--- src/rtl/lfsr_div_xlate_pkg.sv ---
package lfsr_div_xlate_pkg;
  typedef enum logic [1:0] {
    XL_IDLE = 2'd0,
    XL_FWD  = 2'd1,
    XL_INV  = 2'd2
  } xl_mode_e;
endpackage

--- src/rtl/lfsr_div_xlate_decode.sv ---
module lfsr_div_xlate_decode #(
  parameter int LW  = 11,
  parameter int FW  = 2,
  parameter int OFS = 2,
  parameter int DW  = LW + FW + 1
) (
  input  logic [DW-1:0] data,
  output logic [LW-1:0] idx,
  output logic [FW-1:0] fine,
  output logic          oor,
  output logic          idx_zero,
  output logic [LW:0]   fwd_steps,
  output logic [LW-1:0] st_field,
  output logic          st_zero
);
  localparam int CW = DW - FW;
  localparam logic [LW:0] TBL_N = (LW+1)'(1 << LW);

  logic [CW-1:0] coarse;

  always_comb begin
    coarse    = data[DW-1:FW];
    fine      = data[FW-1:0];
    oor       = (int'(coarse) < OFS) || (int'(coarse) >= OFS + (1 << LW));
    idx       = LW'(coarse - CW'(OFS));
    idx_zero  = (idx == '0);
    fwd_steps = TBL_N - {1'b0, idx};
    st_field  = data[LW+FW-1:FW];
    st_zero   = (st_field == '0);
  end
endmodule

--- src/rtl/lfsr_div_xlate_walker.sv ---
module lfsr_div_xlate_walker #(
  parameter int          LW   = 11,
  parameter logic [LW-1:0] SEED = 11'h7ff,
  parameter logic [LW-1:0] TAPS = 11'h500
) (
  input  logic          clk,
  input  logic          rst,
  input  logic          load,
  input  logic          adv,
  output logic [LW-1:0] cur,
  output logic [LW-1:0] nxt,
  output logic [LW:0]   cnt
);
  always_comb begin
    nxt = cur >> 1;
    if (cur[0]) nxt = (cur >> 1) ^ TAPS;
  end

  always_ff @(posedge clk) begin
    if (rst || load) begin
      cur <= SEED;
      cnt <= '0;
    end else if (adv) begin
      cur <= nxt;
      cnt <= cnt + 1'b1;
    end
  end
endmodule

--- src/rtl/lfsr_div_xlate.sv ---
module lfsr_div_xlate
  import lfsr_div_xlate_pkg::*;
#(
  parameter int            LFSR_W     = 11,
  parameter int            FINE_W     = 2,
  parameter int            COARSE_OFS = 2,
  parameter logic [LFSR_W-1:0] SEED   = 11'h7ff,
  parameter logic [LFSR_W-1:0] TAPS   = 11'h500,
  localparam int           DATA_W     = LFSR_W + FINE_W + 1
) (
  input  logic              clk,
  input  logic              rst,
  input  logic              req_valid,
  input  logic              req_inverse,
  input  logic [DATA_W-1:0] req_data,
  output logic              req_ready,
  output logic [DATA_W-1:0] res_data,
  output logic              res_err,
  output logic              res_done
);
  localparam logic [LFSR_W:0] TBL_N  = (LFSR_W+1)'(1 << LFSR_W);
  localparam logic [LFSR_W:0] PERIOD = TBL_N - 1'b1;
  localparam logic [LFSR_W:0] OFS_V  = (LFSR_W+1)'(COARSE_OFS);

  xl_mode_e            mode;
  logic [LFSR_W-1:0]   d_idx, d_st;
  logic [FINE_W-1:0]   d_fine;
  logic                d_oor, d_idx_zero, d_st_zero;
  logic [LFSR_W:0]     d_steps;

  logic [LFSR_W-1:0]   w_cur, w_nxt;
  logic [LFSR_W:0]     w_cnt, w_cnt_n;

  logic [LFSR_W:0]     tgt_steps;
  logic [LFSR_W-1:0]   tgt_state;
  logic [FINE_W-1:0]   fine_q;

  logic [LFSR_W:0]     inv_idx;
  logic [LFSR_W:0]     inv_coarse;

  lfsr_div_xlate_decode #(
    .LW(LFSR_W), .FW(FINE_W), .OFS(COARSE_OFS), .DW(DATA_W)
  ) dec_i (
    .data(req_data), .idx(d_idx), .fine(d_fine), .oor(d_oor),
    .idx_zero(d_idx_zero), .fwd_steps(d_steps), .st_field(d_st),
    .st_zero(d_st_zero)
  );

  lfsr_div_xlate_walker #(
    .LW(LFSR_W), .SEED(SEED), .TAPS(TAPS)
  ) walk_i (
    .clk(clk), .rst(rst), .load(mode == XL_IDLE),
    .adv(mode != XL_IDLE), .cur(w_cur), .nxt(w_nxt), .cnt(w_cnt)
  );

  always_comb begin
    w_cnt_n    = w_cnt + 1'b1;
    inv_idx    = TBL_N - w_cnt_n;
    inv_coarse = inv_idx + OFS_V;
  end

  always_ff @(posedge clk) begin
    if (rst) begin
      mode      <= XL_IDLE;
      req_ready <= 1'b1;
      res_done  <= 1'b0;
      res_err   <= 1'b0;
      res_data  <= '0;
      tgt_steps <= '0;
      tgt_state <= '0;
      fine_q    <= '0;
    end else begin
      res_done <= 1'b0;
      unique case (mode)
        XL_IDLE: begin
          if (req_valid) begin
            fine_q    <= d_fine;
            tgt_steps <= d_steps;
            tgt_state <= d_st;
            if (!req_inverse) begin
              if (d_oor) begin
                res_data <= '0;
                res_err  <= 1'b1;
                res_done <= 1'b1;
              end else if (d_idx_zero) begin
                res_data <= DATA_W'(d_fine);
                res_err  <= 1'b0;
                res_done <= 1'b1;
              end else begin
                mode      <= XL_FWD;
                req_ready <= 1'b0;
              end
            end else begin
              if (d_st_zero) begin
                res_data <= {OFS_V, d_fine};
                res_err  <= 1'b0;
                res_done <= 1'b1;
              end else begin
                mode      <= XL_INV;
                req_ready <= 1'b0;
              end
            end
          end
        end
        XL_FWD: begin
          if (w_cnt_n == tgt_steps) begin
            res_data  <= {1'b0, w_nxt, fine_q};
            res_err   <= 1'b0;
            res_done  <= 1'b1;
            req_ready <= 1'b1;
            mode      <= XL_IDLE;
          end
        end
        XL_INV: begin
          if (w_nxt == tgt_state) begin
            res_data  <= {inv_coarse, fine_q};
            res_err   <= 1'b0;
            res_done  <= 1'b1;
            req_ready <= 1'b1;
            mode      <= XL_IDLE;
          end else if (w_cnt_n == PERIOD) begin
            res_data  <= '0;
            res_err   <= 1'b1;
            res_done  <= 1'b1;
            req_ready <= 1'b1;
            mode      <= XL_IDLE;
          end
        end
        default: begin
          mode      <= XL_IDLE;
          req_ready <= 1'b1;
        end
      endcase
    end
  end
endmodule

--- config.mk ---
export PLATFORM = sky130hd
export DESIGN_NAME = lfsr_div_xlate
export DESIGN_NICKNAME = d
export VERILOG_FILES = /design/src/rtl/lfsr_div_xlate_pkg.sv /design/src/rtl/lfsr_div_xlate_decode.sv /design/src/rtl/lfsr_div_xlate_walker.sv /design/src/rtl/lfsr_div_xlate.sv
export SDC_FILE = /design/constraint.sdc
export NUM_CORES = 1
export LEC_CHECK = 0
export ABC_AREA = 1
export CORE_MARGIN = 3
export CORE_UTILIZATION = 49
export CTS_CLUSTER_SIZE = 40
export DETAILED_ROUTE_END_ITERATION = 6
export PLACE_DENSITY = 0.75
export RECOVER_POWER = 50
export SETUP_SLACK_MARGIN = 0.1
export SYNTH_ARGS = -nofsm -noshare
export SYNTH_HDL_FRONTEND = slang
export SYNTH_SLANG_ARGS = --single-unit
--- constraint.sdc ---
create_clock -name clk -period 3.4 [get_ports clk]
set_input_delay 0.34 -clock clk [delete_from_list [all_inputs] [get_ports clk]]
set_output_delay 0.34 -clock clk [all_outputs]
set_load 0.1 [all_outputs]
Word level (Yosys, flattened, before mapping)
Cells that the tools add are included.
Storage, ports and cells
  bits of input ports: 18
  bits in registers: 67
  memories: 0
  memory bits (read-only): 0
  latch bits: 0
  bits in writable memories: 0
  output and inout port bits: 17
Cells by class
  div/mod/pow operators: 0
  bitwise operators: 1
  eq/ne operators: 13
  shift-type cells: 0
  $add $sub $neg: 5
  order comparisons: 2
  multiplexer cells: 45
  reductions and logical operators: 10
  $mul: 0
Operator list (count)
  two-way mux 14 bit: 8
  case mux 14 bit (3 select lines): 1
  two-way mux 1 bit: 23
  logical NOT 11 bit: 2
  two-way mux 2 bit: 8
  inequality test 3 bit (second input constant): 5
  adder 12 x 1 -> 12 bit (second input constant): 1
  adder 12 x 2 -> 12 bit (second input constant): 1
  == test 12 x 11 -> 1 bit (second input constant): 1
  == test 12 bit: 1
  greater-or-equal comparator 12 bit (second input constant): 1
  less-than comparator 12 x 2 -> 1 bit (second input constant): 1
  AND reduction 6 bit: 2
  subtractor 12 x 11 -> 12 bit (first input constant): 1
  subtractor 12 bit (first input constant): 1
  == test 11 bit: 1
  two-way mux 11 bit: 1
  subtractor 11 x 2 -> 11 bit (second input constant): 1
  case mux 1 bit (3 select lines): 3
  case mux 2 bit (3 select lines): 1
  inequality test 2 bit (second input constant): 2
  inequality test 4 bit (second input constant): 1
  nonzero test 3 bit: 1
  == test 2 x 1 -> 1 bit (second input constant): 1
  other kinds (6): 7

Logic depth before layout (Yosys ltp)
  word-level depth: 7
  mapped depth: 18
  gate-level depth less buffers: 17

By module
From an unflattened synthesis, not the netlist that was laid out.
Second synthesis, totals
  cells, all modules: 753
  area total of the unflattened synthesis: 4728.3 µm²
Modules (own cells, without submodules)
  lfsr_div_xlate: instances 1, area each 2959.1 µm², seq. area each 880.8 µm², cells each 492
  lfsr_div_xlate_walker: instances 1, area each 1071.0 µm², seq. area each 460.4 µm², cells each 141
  lfsr_div_xlate_decode: instances 1, area each 698.2 µm², seq. area each 0.0 µm², cells each 120

Least setup slack after synthesis
Ideal clock, no wire load.
  path kind: flip-flop to flip-flop
  start: register walk_i.cnt[0]
  end: register res_data[0]
  stages on the path, launching flop included: 17
  required time: 3.337 ns
  arrival: 2.159 ns
  buffers on the path: 1
  clock period less this slack: 2.222 ns
  slack: 1.178 ns
  cells stage by stage: dfxtp_1 -> ha_1 -> nand2_1 -> nor2_1 -> nand3b_1 -> nand2_1 -> nand2_1 -> nand2_1 -> o21ai_0 -> nor2_2 -> nand2_2 -> nand2_4 -> nand2_4 -> nor2_8 -> buf_8 -> nor2_2 -> nor2_2
Between the ends
  word-level cells in the longest chain between the ends: 4
Ends and longest elaborated chain
  start, declared: RTL line lfsr_div_xlate_walker.sv:12  | output logic [LW:0] cnt
  start signal, assigned: RTL line lfsr_div_xlate_walker.sv:25  | cnt <= cnt + 1'b1;
  adder 12 x 1 -> 12 bit (*): RTL line lfsr_div_xlate.sv:57  | w_cnt_n = w_cnt + 1'b1;
  == test 12 x 11 -> 1 bit or == test 12 bit (tied branches): RTL line lfsr_div_xlate.sv:121, lfsr_div_xlate.sv:106
  inequality test 3 bit (no line) or inequality test 2 bit (tied branches)
  AND reduction 6 bit (no line) (*)
  end signal, assigned: RTL line lfsr_div_xlate.sv:86  | res_data <= DATA_W'(d_fine);
  end signal, assigned: RTL line lfsr_div_xlate.sv:95  | res_data <= {OFS_V, d_fine};
  end signal, assigned: RTL line lfsr_div_xlate.sv:116  | res_data <= {inv_coarse, fine_q};
  end, declared: RTL line lfsr_div_xlate.sv:17  | output logic [DATA_W-1:0] res_data,
Mark *: on every way between the ends. The rest lies on a longest branch, timed or not.
A chain may end at the register's enable or synchronous reset.

Worst setup path after layout
  start: input req_data[3]
  end: register res_data[7]
Between the ends
  word-level cells in the longest chain between the ends: 6
Ends and longest elaborated chain
  start, declared: RTL line lfsr_div_xlate.sv:15  | input logic [DATA_W-1:0] req_data,
  parallel branches: the longest is 6 deep, another holds subtractor 11 x 2 -> 11 bit
  end signal, assigned: RTL line lfsr_div_xlate.sv:86
  end signal, assigned: RTL line lfsr_div_xlate.sv:95
  end signal, assigned: RTL line lfsr_div_xlate.sv:107  | res_data <= {1'b0, w_nxt, fine_q};
Several ways; the timed one is not identified. The select of a mux whose other input is x is not followed.

==> metrics.csv <==
metric;value;unit
drv_cap;0;
vias;4163;
p_per_area;810.1;nW/µm²
fp.dieH;98.05;µm
cp.required;3640;ps
setup_tns;0;ps
synth.top_cell.area_share;31.83;%
drt_iter0_drc;285;
setup.worst_path.end_class;register;
grt_max_degree;21;
rows;32;
avgSynthCellArea;6.252;µm²
syn_area;4151;µm²
synth_edf_count;0;
synth.area.top_cells;dfxtp_1 32%, nand2_1 17%, inv_1 8.2%;
avgViaCountPerCell;5.171;
r2r-start;walk_i.cnt[2]$_SDFFE_PP0N_;
cp_data_arrival_time;3180;ps
vdd_ir_drop_max;0.4332;mV
ys.flop_type;dfxtp_1;
setup_viol;0;
antenna_found_initial;0;
endpoint;res_data[7]$_SDFFE_PP0P_;
cts_setup_buffers;0;
fp.dieW;98.05;µm
worst_pin_slew;976.4;ps
fin_crit_sh;86.49;%
ioPinCount;35;
cts_buffer_depth;2;
cts.htree.levels;3;
critical_path_class;input port to register;
die-area;9613;µm²
first_global_vias;3826;
skew;8.885;ps
critPathLaunch;req_data[3];
tritoncts;built;
final_nets;728;
worstPathMaxFanout;15;
io_buffers;34;
reg2reg_to;res_data[7]$_SDFFE_PP0P_;
synth_seq_cells;66;
rsz0062_at_grt;no;
start_util;52.10;%
maxSlewViolCount;0;
yosys_warnings;0;
clock_sinks;66;
synthToLayoutAreaGrowth;14.59;%
overflow;0;
grt.total_usage;22.69;%
wl_per_cell;13.13;µm
hold_path.class;register to register;
synthArstFlopShare;0;%
yosysUniqueCellTypes;35;
clkTransAtPathRegs;70;ps
cts-resized-gates;0;
status;finished clean;
synth_fp_nets;693;
cp-start-kind;input port;
place_congestion;0.9869;
power;3854;µW
r2r_slack;510;ps
yosysTopAreaCell;dfxtp_1;
drc;0;
dr.pass1.iters;5;
ys_seq_area_share;31.83;%
final.min_clock_period;2941;ps
synth_cells;664;
clk_latency;340;ps
clock.fmax;0.3401;GHz
hold_violations;0;
numCtsBuffers;9;
hpwl;8.192;mm
drive_above_1_share;8.962;%
holdBufCountCts;0;
wirelength;10.57;mm
power.static_leakage;0.002322;µW
relSlewSlack;34.71;%
diodes;0;
final_antenna_net_count;0;
core_area;7968;µm²
reg2reg_depth;14;
cts_root_buf;clkbuf_8;
grt_pass1_wl;17.80;mm
==> cells by family after synthesis <==
logic type / synth area share, %
and+or+nand+nor: 42.44
buffers and inverters: 10.43
AOI/OAI and AO/OA: 9.463
DFF: 31.83
xor gates and xnor gates: 2.532
adders and majority gates: 3.315
==> routing by layer <==
layer  share of wire, %  up-vias  GRT usage [%]
met1                 46     1862          29.04
met2                 47      126          38.32
met5                  0        -              0
met4                2.3        0          7.135
li1                   -     2153              -
met3                5.1       22          4.643
==> sequential cells by signal, indices dropped and copies added (netlist names) <==
name,cells
fine_q,2
mode,2
req_ready,1
res_data,14
res_done,1
res_err,1
tgt_state,10
tgt_steps,12
walk_i.cnt,12
walk_i.cur,11
==> cell usage after synthesis (5+ instances only) <==
master / count
dfxtp_1: 66
nand3_1: 63
o21ai_0: 32
inv_1: 91
nor2_1: 83
clkbuf_1: 9
ha_1: 11
a21oi_1: 23
nor2_2: 26
nand4_1: 8
nand2_2: 6
xor2_1: 8
nand2_1: 192
inv_2: 5
==> cells in the final DEF (no fill, tap or decap), drive strengths merged, types with 11 or more instances in the layout <==
cell,Yosys,layout
nand2,202,202
o21ai,33,33
ha,11,11
nand3,64,64
clkdlybuf4s50,0,32
clkbuf,9,15
a21oi,24,24
inv,96,96
dfxtp,66,66
nor2,111,111
==> area by class of cell <==
type	count	area [µm²]
clock buffer	13	168.9
clock inverter	2	35.03
fill	782	3211
inverter	96	360.3
multi-input combinational	488	2381
sequential	66	1321
tap	102	127.6
timing repair buffer	38	362.8
==> critical path, cell delays in order <==
cell and delay, ps:
dlygate4sd3_1 620, inv_1 140, ha_1 250, xnor2_1 250, nand2_1 130, nor2_1 160
nand3_1 160, nor2_2 180, nand2_1 110, nand3_1 90, nand2_1 70, nand2_1 400
nand3_1 150, nand2_1 100, nor2_2 30
==> report_power, final <==
| part | switching [µW] | internal, µW | total [µW] |
|---|---|---|---|
| registers | 120 | 957 | 1080 |
| logic | 1510 | 576 | 2090 |
| clock network | 294 | 394 | 688 |
==> stage by stage <==
step / instances / worst slack (ps) / hold WS, ps / util (%) / area [µm²]
2_1_floorplan: 664 / 1178 / 434.1 / - / 4151
3_3_place_gp: 790 / 346.5 / 444.3 / 57.44 / 4577
3_5_place_dp: 790 / 205.6 / 454.0 / 57.44 / 4577
4_1_cts: 805 / 537.0 / 469.7 / 60.00 / 4781
5_1_grt: 805 / 152.7 / 495.7 / 59.70 / 4757
6_report: 805 / 459.5 / 463.7 / 59.70 / 4757
==> worst min-delay path by stage <==
stage	endpoint	depth (start not counted)	startpoint
5_1_grt	tgt_state[3]$_SDFFE_PP0P_	2	tgt_state[3]$_SDFFE_PP0P_
2_1_floorplan	walk_i.cur[3]$_SDFFE_PP1N_	2	walk_i.cur[4]$_SDFFE_PP1N_
3_5_place_dp	req_ready$_SDFFE_PP1P_	2	req_ready$_SDFFE_PP1P_
3_3_place_gp	req_ready$_SDFFE_PP1P_	2	req_ready$_SDFFE_PP1P_
6_report	req_ready$_SDFFE_PP1P_	2	req_ready$_SDFFE_PP1P_
4_1_cts	req_ready$_SDFFE_PP1P_	2	req_ready$_SDFFE_PP1P_
Note: power is estimated with default switching activity, not from simulation.
